**config.mk**
```make
export PLATFORM = sky130hd
export DESIGN_NAME = wprot_status
export DESIGN_NICKNAME = d
export VERILOG_FILES = /design/src/rtl/wps_pkg.sv /design/src/rtl/wps_rst_sync.sv /design/src/rtl/wps_prot_decode.sv /design/src/rtl/wps_cycle_timer.sv /design/src/rtl/wprot_status.sv
export SDC_FILE = /design/constraint.sdc
export NUM_CORES = 1
export LEC_CHECK = 0
export ABC_AREA = 1
export BUFFER_PORTS_ARGS = -buffer_cell sky130_fd_sc_hd__buf_2
export CAP_MARGIN = 20
export CORE_UTILIZATION = 45
export CTS_CLUSTER_DIAMETER = 60
export DETAILED_ROUTE_END_ITERATION = 10
export PLACE_DENSITY = 0.71
export SLEW_MARGIN = 5
export SYNTH_ARGS = -nofsm -noshare
export SYNTH_HDL_FRONTEND = slang
export SYNTH_HIERARCHICAL = 1
export SYNTH_SLANG_ARGS = --single-unit
```
**constraint.sdc**
```tcl
create_clock -name clk -period 1.72 [get_ports clk]
set_clock_uncertainty 0.2 [all_clocks]
set_input_delay 0.086 -clock clk [delete_from_list [all_inputs] [get_ports clk]]
set_output_delay 0.086 -clock clk [all_outputs]
set_load 0.01 [all_outputs]
```
**src/rtl/wps_pkg.sv**
```systemverilog
package wps_pkg;
  typedef enum logic [1:0] {
    BP_NONE    = 2'b00,
    BP_QUARTER = 2'b01,
    BP_HALF    = 2'b10,
    BP_ALL     = 2'b11
  } bp_lvl_e;

  typedef enum logic {
    REQ_DATA = 1'b0,
    REQ_STAT = 1'b1
  } req_kind_e;

  localparam logic [7:0] STATUS_BUSY = 8'hFF;
endpackage

```
**src/rtl/wps_rst_sync.sv**
```systemverilog
module wps_rst_sync (
  input  logic clk,
  input  logic rst_n,
  output logic rst_sync_n
);
  logic [1:0] stage_q;

  always_ff @(posedge clk or negedge rst_n) begin
    if (!rst_n) stage_q <= 2'b00;
    else        stage_q <= {stage_q[0], 1'b1};
  end

  assign rst_sync_n = stage_q[1];
endmodule

```
**src/rtl/wps_prot_decode.sv**
```systemverilog
module wps_prot_decode #(
  parameter int ADDR_W = 9
) (
  input  logic [ADDR_W-1:0] addr,
  input  logic [1:0]        bp,
  output logic              blocked
);
  import wps_pkg::*;

  always_comb begin
    unique case (bp_lvl_e'(bp))
      BP_NONE:    blocked = 1'b0;
      BP_QUARTER: blocked = &addr[ADDR_W-1 -: 2];
      BP_HALF:    blocked = addr[ADDR_W-1];
      default:    blocked = 1'b1;
    endcase
  end
endmodule

```
**src/rtl/wps_cycle_timer.sv**
```systemverilog
module wps_cycle_timer #(
  parameter int CYCLES = 1000000
) (
  input  logic clk,
  input  logic rst_n,
  input  logic start,
  output logic busy,
  output logic last
);
  localparam int CW = $clog2(CYCLES + 1);
  localparam logic [CW-1:0] LAST_CNT = CW'(CYCLES - 1);

  logic [CW-1:0] cnt_q, cnt_d;
  logic          busy_q, busy_d;

  assign last = busy_q && (cnt_q == LAST_CNT);
  assign busy = busy_q;

  always_comb begin
    cnt_d  = cnt_q;
    busy_d = busy_q;
    if (start && !busy_q) begin
      busy_d = 1'b1;
      cnt_d  = '0;
    end else if (last) begin
      busy_d = 1'b0;
      cnt_d  = '0;
    end else if (busy_q) begin
      cnt_d  = cnt_q + 1'b1;
    end
  end

  always_ff @(posedge clk or negedge rst_n) begin
    if (!rst_n) begin
      cnt_q  <= '0;
      busy_q <= 1'b0;
    end else begin
      cnt_q  <= cnt_d;
      busy_q <= busy_d;
    end
  end
endmodule

```
**src/rtl/wprot_status.sv**
```systemverilog
module wprot_status #(
  parameter int ADDR_W    = 9,
  parameter int WR_CYCLES = 1000000
) (
  input  logic              clk,
  input  logic              rst_n,
  input  logic              sel_n_i,
  input  logic              wp_i,
  input  logic              set_en_i,
  input  logic              clr_en_i,
  input  logic              arm_data_i,
  input  logic              arm_stat_i,
  input  logic [ADDR_W-1:0] addr_i,
  input  logic [1:0]        bp_i,
  output logic [7:0]        status_o,
  output logic              busy_o,
  output logic              data_go_o
);
  import wps_pkg::*;

  logic              rst_i_n;
  logic              sel_q;
  logic              wel_q, wel_d;
  logic [1:0]        bp_q, bp_d;
  logic              pend_q, pend_d;
  req_kind_e         kind_q, kind_d;
  logic [ADDR_W-1:0] paddr_q, paddr_d;
  logic [1:0]        pbp_q, pbp_d;
  logic              busy, last, blocked, sel_rise, launch;

  wps_rst_sync u_rst (
    .clk        (clk),
    .rst_n      (rst_n),
    .rst_sync_n (rst_i_n)
  );

  wps_prot_decode #(.ADDR_W(ADDR_W)) u_dec (
    .addr    (paddr_q),
    .bp      (bp_q),
    .blocked (blocked)
  );

  wps_cycle_timer #(.CYCLES(WR_CYCLES)) u_tmr (
    .clk   (clk),
    .rst_n (rst_i_n),
    .start (launch),
    .busy  (busy),
    .last  (last)
  );

  assign sel_rise = !sel_q && sel_n_i;
  assign launch   = sel_rise && pend_q && wp_i && wel_q && !busy &&
                    ((kind_q == REQ_STAT) || !blocked);

  // Request capture: ignored while busy; pin low or release clears it.
  always_comb begin
    pend_d  = pend_q;
    kind_d  = kind_q;
    paddr_d = paddr_q;
    pbp_d   = pbp_q;
    if (!busy && (arm_data_i || arm_stat_i)) begin
      pend_d = 1'b1;
      kind_d = arm_stat_i ? REQ_STAT : REQ_DATA;
      if (arm_data_i) paddr_d = addr_i;
      if (arm_stat_i) pbp_d   = bp_i;
    end
    if (!wp_i || sel_rise) pend_d = 1'b0;
  end

  // Enable latch and protect bits.
  always_comb begin
    wel_d = wel_q;
    bp_d  = bp_q;
    if (last) begin
      wel_d = 1'b0;
      if (kind_q == REQ_STAT) bp_d = pbp_q;
    end else if (!busy) begin
      if (clr_en_i)           wel_d = 1'b0;
      else if (set_en_i && wp_i) wel_d = 1'b1;
    end
  end

  always_ff @(posedge clk or negedge rst_i_n) begin
    if (!rst_i_n) begin
      sel_q   <= 1'b1;
      wel_q   <= 1'b0;
      bp_q    <= 2'b00;
      pend_q  <= 1'b0;
      kind_q  <= REQ_DATA;
      paddr_q <= '0;
      pbp_q   <= 2'b00;
    end else begin
      sel_q   <= sel_n_i;
      wel_q   <= wel_d;
      bp_q    <= bp_d;
      pend_q  <= pend_d;
      kind_q  <= kind_d;
      paddr_q <= paddr_d;
      pbp_q   <= pbp_d;
    end
  end

  assign status_o  = busy ? STATUS_BUSY : {4'b0000, bp_q, wel_q, 1'b0};
  assign busy_o    = busy;
  assign data_go_o = launch && (kind_q == REQ_DATA);
endmodule

```
======== Word level (Yosys, flattened, before mapping) ========
Cells that the tools add are included.
word-level totals
  register bits after elaboration ......... 40
  ROM bits ................................ 0
  bits of input ports ..................... 19
  bits in writable memories ............... 0
  latch bits .............................. 0
  word-level logic and storage cells ...... 58
  memories kept ........................... 0
cells by class
  divide/modulo/power cells ............... 0
  $lt $le $gt $ge ......................... 0
  reduce and logical (&&, ||, !) cells .... 28
  mux-type cells .......................... 14
  equality and inequality tests ........... 4
  add/subtract/negate cells ............... 1
  shift operators ......................... 0
  $mul .................................... 0
  bitwise logic cells ..................... 1
operators with widths
  cell                                           number
  2-to-1 mux 20 bit                              3
  adder 20 x 1 -> 20 bit, second input constant  1
  == test 20 bit, second input constant          1
  logical AND 1 bit                              11
  AND reduction 2 bit                            5
  2-to-1 mux 1 bit                               9
  2-to-1 mux 8 bit                               1
  nonzero test 3 bit                             2
  logical NOT 1 bit                              4
  nonzero test 2 bit                             2
  logical OR 1 bit                               3
  one-hot mux 1 bit (3 select lines)             1
  == test 2 x 1 -> 1 bit, second input constant  1
  == test 2 bit, second input constant           1
  logical NOT 2 bit                              1
  inequality test 2 bit, second input constant   1
  inverter 1 bit                                 1

======== Depth between registers and ports, before layout ========
  depth after elaboration ................. 9
  depth in mapped cells ................... 12

======== Cells and area by module ========
Netlist, hierarchy kept.
modules (own cells, without submodules)
  module           area an instance (um^2)  cells an instance  times used
  wps_cycle_timer  1366.3                   201                1
  wprot_status     759.5                    91                 1
  wps_rst_sync     53.8                     3                  1
  wps_prot_decode  13.8                     3                  1

======== Least setup slack after synthesis ========
No wires, ideal clock.
  path kind ............................... register to register
  start point ............................. register u_tmr.cnt_q[0]
  end point ............................... register bp_q[0]
  clock period less this slack ............ 1662 ps
  slack ................................... 58 ps
  data arrival time ....................... 1336 ps
  stages on the path, launching flop included .. 9
  library setup time ...................... 126 ps
  cells stage by stage .................... dfrtp_1 -> ha_1 -> nand2_1 -> inv_1 -> nand2_1 -> nor4_1 -> nand2_1 -> nand2_1 -> o21ai_0
on the way
  word-level cells in the longest chain between the ends .. 3
ends and longest elaborated chain
  element                        line                   RTL
  start, declared                wps_cycle_timer.sv:13  logic [CW-1:0] cnt_q, cnt_d;
  start signal, assigned         wps_cycle_timer.sv:38  cnt_q <= cnt_d;
  == test 20 bit                 wps_cycle_timer.sv:16  assign last = busy_q && (cnt_q == LAST_CNT);
  logical AND 1 bit              wps_cycle_timer.sv:16
  net last                       wprot_status.sv:29     logic busy, last, blocked, sel_rise, launch;
  AND reduction 2 bit (no line)  --
  end signal, assigned           wprot_status.sv:95     bp_q <= bp_d;
  end, declared                  wprot_status.sv:24     logic [1:0] bp_q, bp_d;
The timed path passes the listed nets, and every way through them passes these cells.
A chain may end at the register's enable or synchronous reset.

======== Worst setup path in the final report ========
  start point ............................. register u_tmr.busy_q, in the netlist u_tmr/busy
  end point ............................... register kind_q
on the way
  word-level cells in the longest chain between the ends .. 2
ends and longest elaborated chain
  element                 line                   RTL
  start, declared         wps_cycle_timer.sv:14  logic busy_q, busy_d;
  start signal, assigned  wps_cycle_timer.sv:39  busy_q <= busy_d;
  logical NOT 1 bit       wprot_status.sv:61     if (!busy && (arm_data_i || arm_stat_i)) begin
  logical AND 1 bit       wprot_status.sv:61
  end signal, assigned    wprot_status.sv:97     kind_q <= kind_d;
  end, declared           wprot_status.sv:26     req_kind_e kind_q, kind_d;
Every way passes these cells.

==> results.json <==
{
  "finalCriticalPeriod_ps": 1683,
  "nets": 348,
  "gr-usage-all-layers": 0.2257,
  "wl_mm": 4.412,
  "setup_viol": 0,
  "whs_ps": 55.00,
  "hold_path_class": "flop to async pin",
  "drt_iter0_markers": 91,
  "route.detailed.drc": 0,
  "cts.sinks": 33,
  "fmax_mhz": 594.2,
  "ir_drop_mv": 0.4042,
  "rr_startpoint": "u_tmr/busy",
  "cp-end-kind": "flop",
  "hold_viol": 0,
  "cp_max_fo": 8,
  "grt_overflow": 0,
  "netlist_instances": 270,
  "ys_warn_count": 6,
  "internal_power_uw": 1280,
  "p_seq_frac": 0.489,
  "die_x_microns": 67.50,
  "die_h_microns": 67.50,
  "slowest_delay_ps": 550,
  "fin_crit_sh": 0.9785,
  "dr.pass1.iters": 4,
  "grt_pass1_wl_mm": 7.369,
  "outcome": "finished, final reports clean",
  "grt_max_degree": 32,
  "cp.arrival_ps": 1660,
  "htree_num_levels": 2,
  "dieArea_sq_um": 4556,
  "syn_area_per_cell_sq_um": 7.150,
  "cts_tree": "built",
  "cap_violations": 0,
  "wl_per_cell_microns": 11.64,
  "leakagePower_uw": 0.001321,
  "pwr-share-clk": 0.477,
  "cp_cell_sequence": "inv_2 > buf_6 > nand2_2 > nand2_1 > nand2_1 > dlygate4sd3_1",
  "clkLatencyLatePin_ps": 290,
  "p_comb_frac": 0.034,
  "crit_required_ps": 1700,
  "cts_buffers": 5,
  "syn_nets": 290,
  "path_delay_family": "buffers and inverters",
  "coreArea_sq_um": 4058,
  "r2r_setup_slack_ps": 40,
  "antenna_found_initial": 0,
  "path_clk_slew_ps": 70,
  "start_util": 0.4758,
  "reg2regPathDepth": 6,
  "clk_path_buf_depth": 2,
  "cts_root_buf": "clkbuf_8",
  "final.fill_count": 362,
  "hpwl_mm": 2.972,
  "rows": 23,
  "r2r-end": "kind_q",
  "ios": 29,
  "startpoint_type": "flop",
  "via_count": 1851,
  "path_class": "flop to flop",
  "switching_share": 0.1991,
  "area_growth_pct": 32.34,
  "placed_cell_area_sq_um": 2168,
  "numPortBuffers": 21,
  "antenna_left": 0,
  "drive_gt1_frac": 0.2736,
  "grt_setup_unrepaired": "yes",
  "cellPowerDensity_nw_per_um2": 625.4,
  "power.switching_uw": 318.1,
  "netlist_area_sq_um": 1931,
  "gp_congestion": 0.8609,
  "slew_violations": 0,
  "worst-path-buf-inv": 3,
  "path_common_cell": "nand2_1",
  "n_antenna_cell": 0,
  "grt_pass1_vias": 1712,
  "fin_area_sq_um": 2555,
  "vias_per_cell": 4.884,
  "cp_slowest_cell": "dlygate4sd3_1"
}
==> metal layers <==
layer | wire [microns] | global-route usage | up-vias
met5 | 0 | 0 | -
met4 | 76 | 0.09840 | 0
met3 | 199 | 0.06588 | 10
met2 | 2186 | 0.3762 | 42
met1 | 1949 | 0.2669 | 844
li1 | - | - | 955
==> through the flow <==
step	utilization	setup slack, ps	instances	setup TNS (ps)	total power (uW)
2_1_floorplan	-	58.14	270	0	809.8
5_1_grt	0.6297	-71.28	379	-1033	1666
3_3_place_gp	0.5344	-35.59	350	-67.97	828.9
4_1_cts	0.6127	7.717	378	0	1616
3_5_place_dp	0.5344	-26.34	350	-40.22	829.3
6_report	0.6297	37.01	379	0	1598
==> repair_timing <==
item,in CTS,in global routing
hold endpoints to repair,10,0
setup endpoints to repair,2,22
hold buffers,16,0
resized for setup,4,21
buffers inserted,4,2
pin swaps,1,9
==> sequential cells by signal, summed over array words and instances, names as in the netlist <==
register and cells:
paddr_q 2, bp_q 2, pend_q 1, u_rst/stage_q 2, kind_q 1, u_tmr/cnt_q 20
wel_q 1, u_tmr/busy 1, pbp_q 2, sel_q 1
==> power groups by stage <==
stage	combinational [uW]	clock, uW	sequential, uW
finish	54.4	762	781
global route	60.9	824	781
CTS	54.3	781	781
detailed placement	33.6	0	796
global placement	33.3	0	796
floorplan	4.07	0	806
==> placed cells by master (no fill, tap or decap), drive strengths merged, types with 2 or more instances in the layout <==
cell type / count
a21oi: 8
buf: 45
clkbuf: 6
dfrtp: 32
dlygate4sd3: 15
inv: 34
nand2: 74
nand3: 15
nand4: 7
nor2: 58
nor3: 9
nor4: 2
o21ai: 9
o21bai: 2
or2: 2
xor2: 3
==> worst max path at each step <==
stage / from / end / slack, ps / cells past startpoint
final: u_tmr/busy / kind_q / 40 / 6
after global routing: bp_q[0] / u_tmr/cnt_q[12] / -70 / 12
after CTS: u_tmr/cnt_q[13] / bp_q[0] / 8 / 8
after detailed placement: u_tmr/cnt_q[0] / bp_q[1] / -30 / 9
after global placement: u_tmr/busy / bp_q[1] / -40 / 8
after floorplan: u_tmr/cnt_q[0] / bp_q[0] / 60 / 8
==> final cells by class <==
type	instances	area [sq um]	share of cell area
clock buffer	6	82.58	0.03232
timing repair buffer	60	442.9	0.1734
clock inverter	2	37.54	0.01469
sequential	33	828.3	0.3242
tap	50	62.56	0.02449
multi-input combinational	194	973.4	0.3810
inverter	34	127.6	0.04995
(Power assumes the default switching activity.)
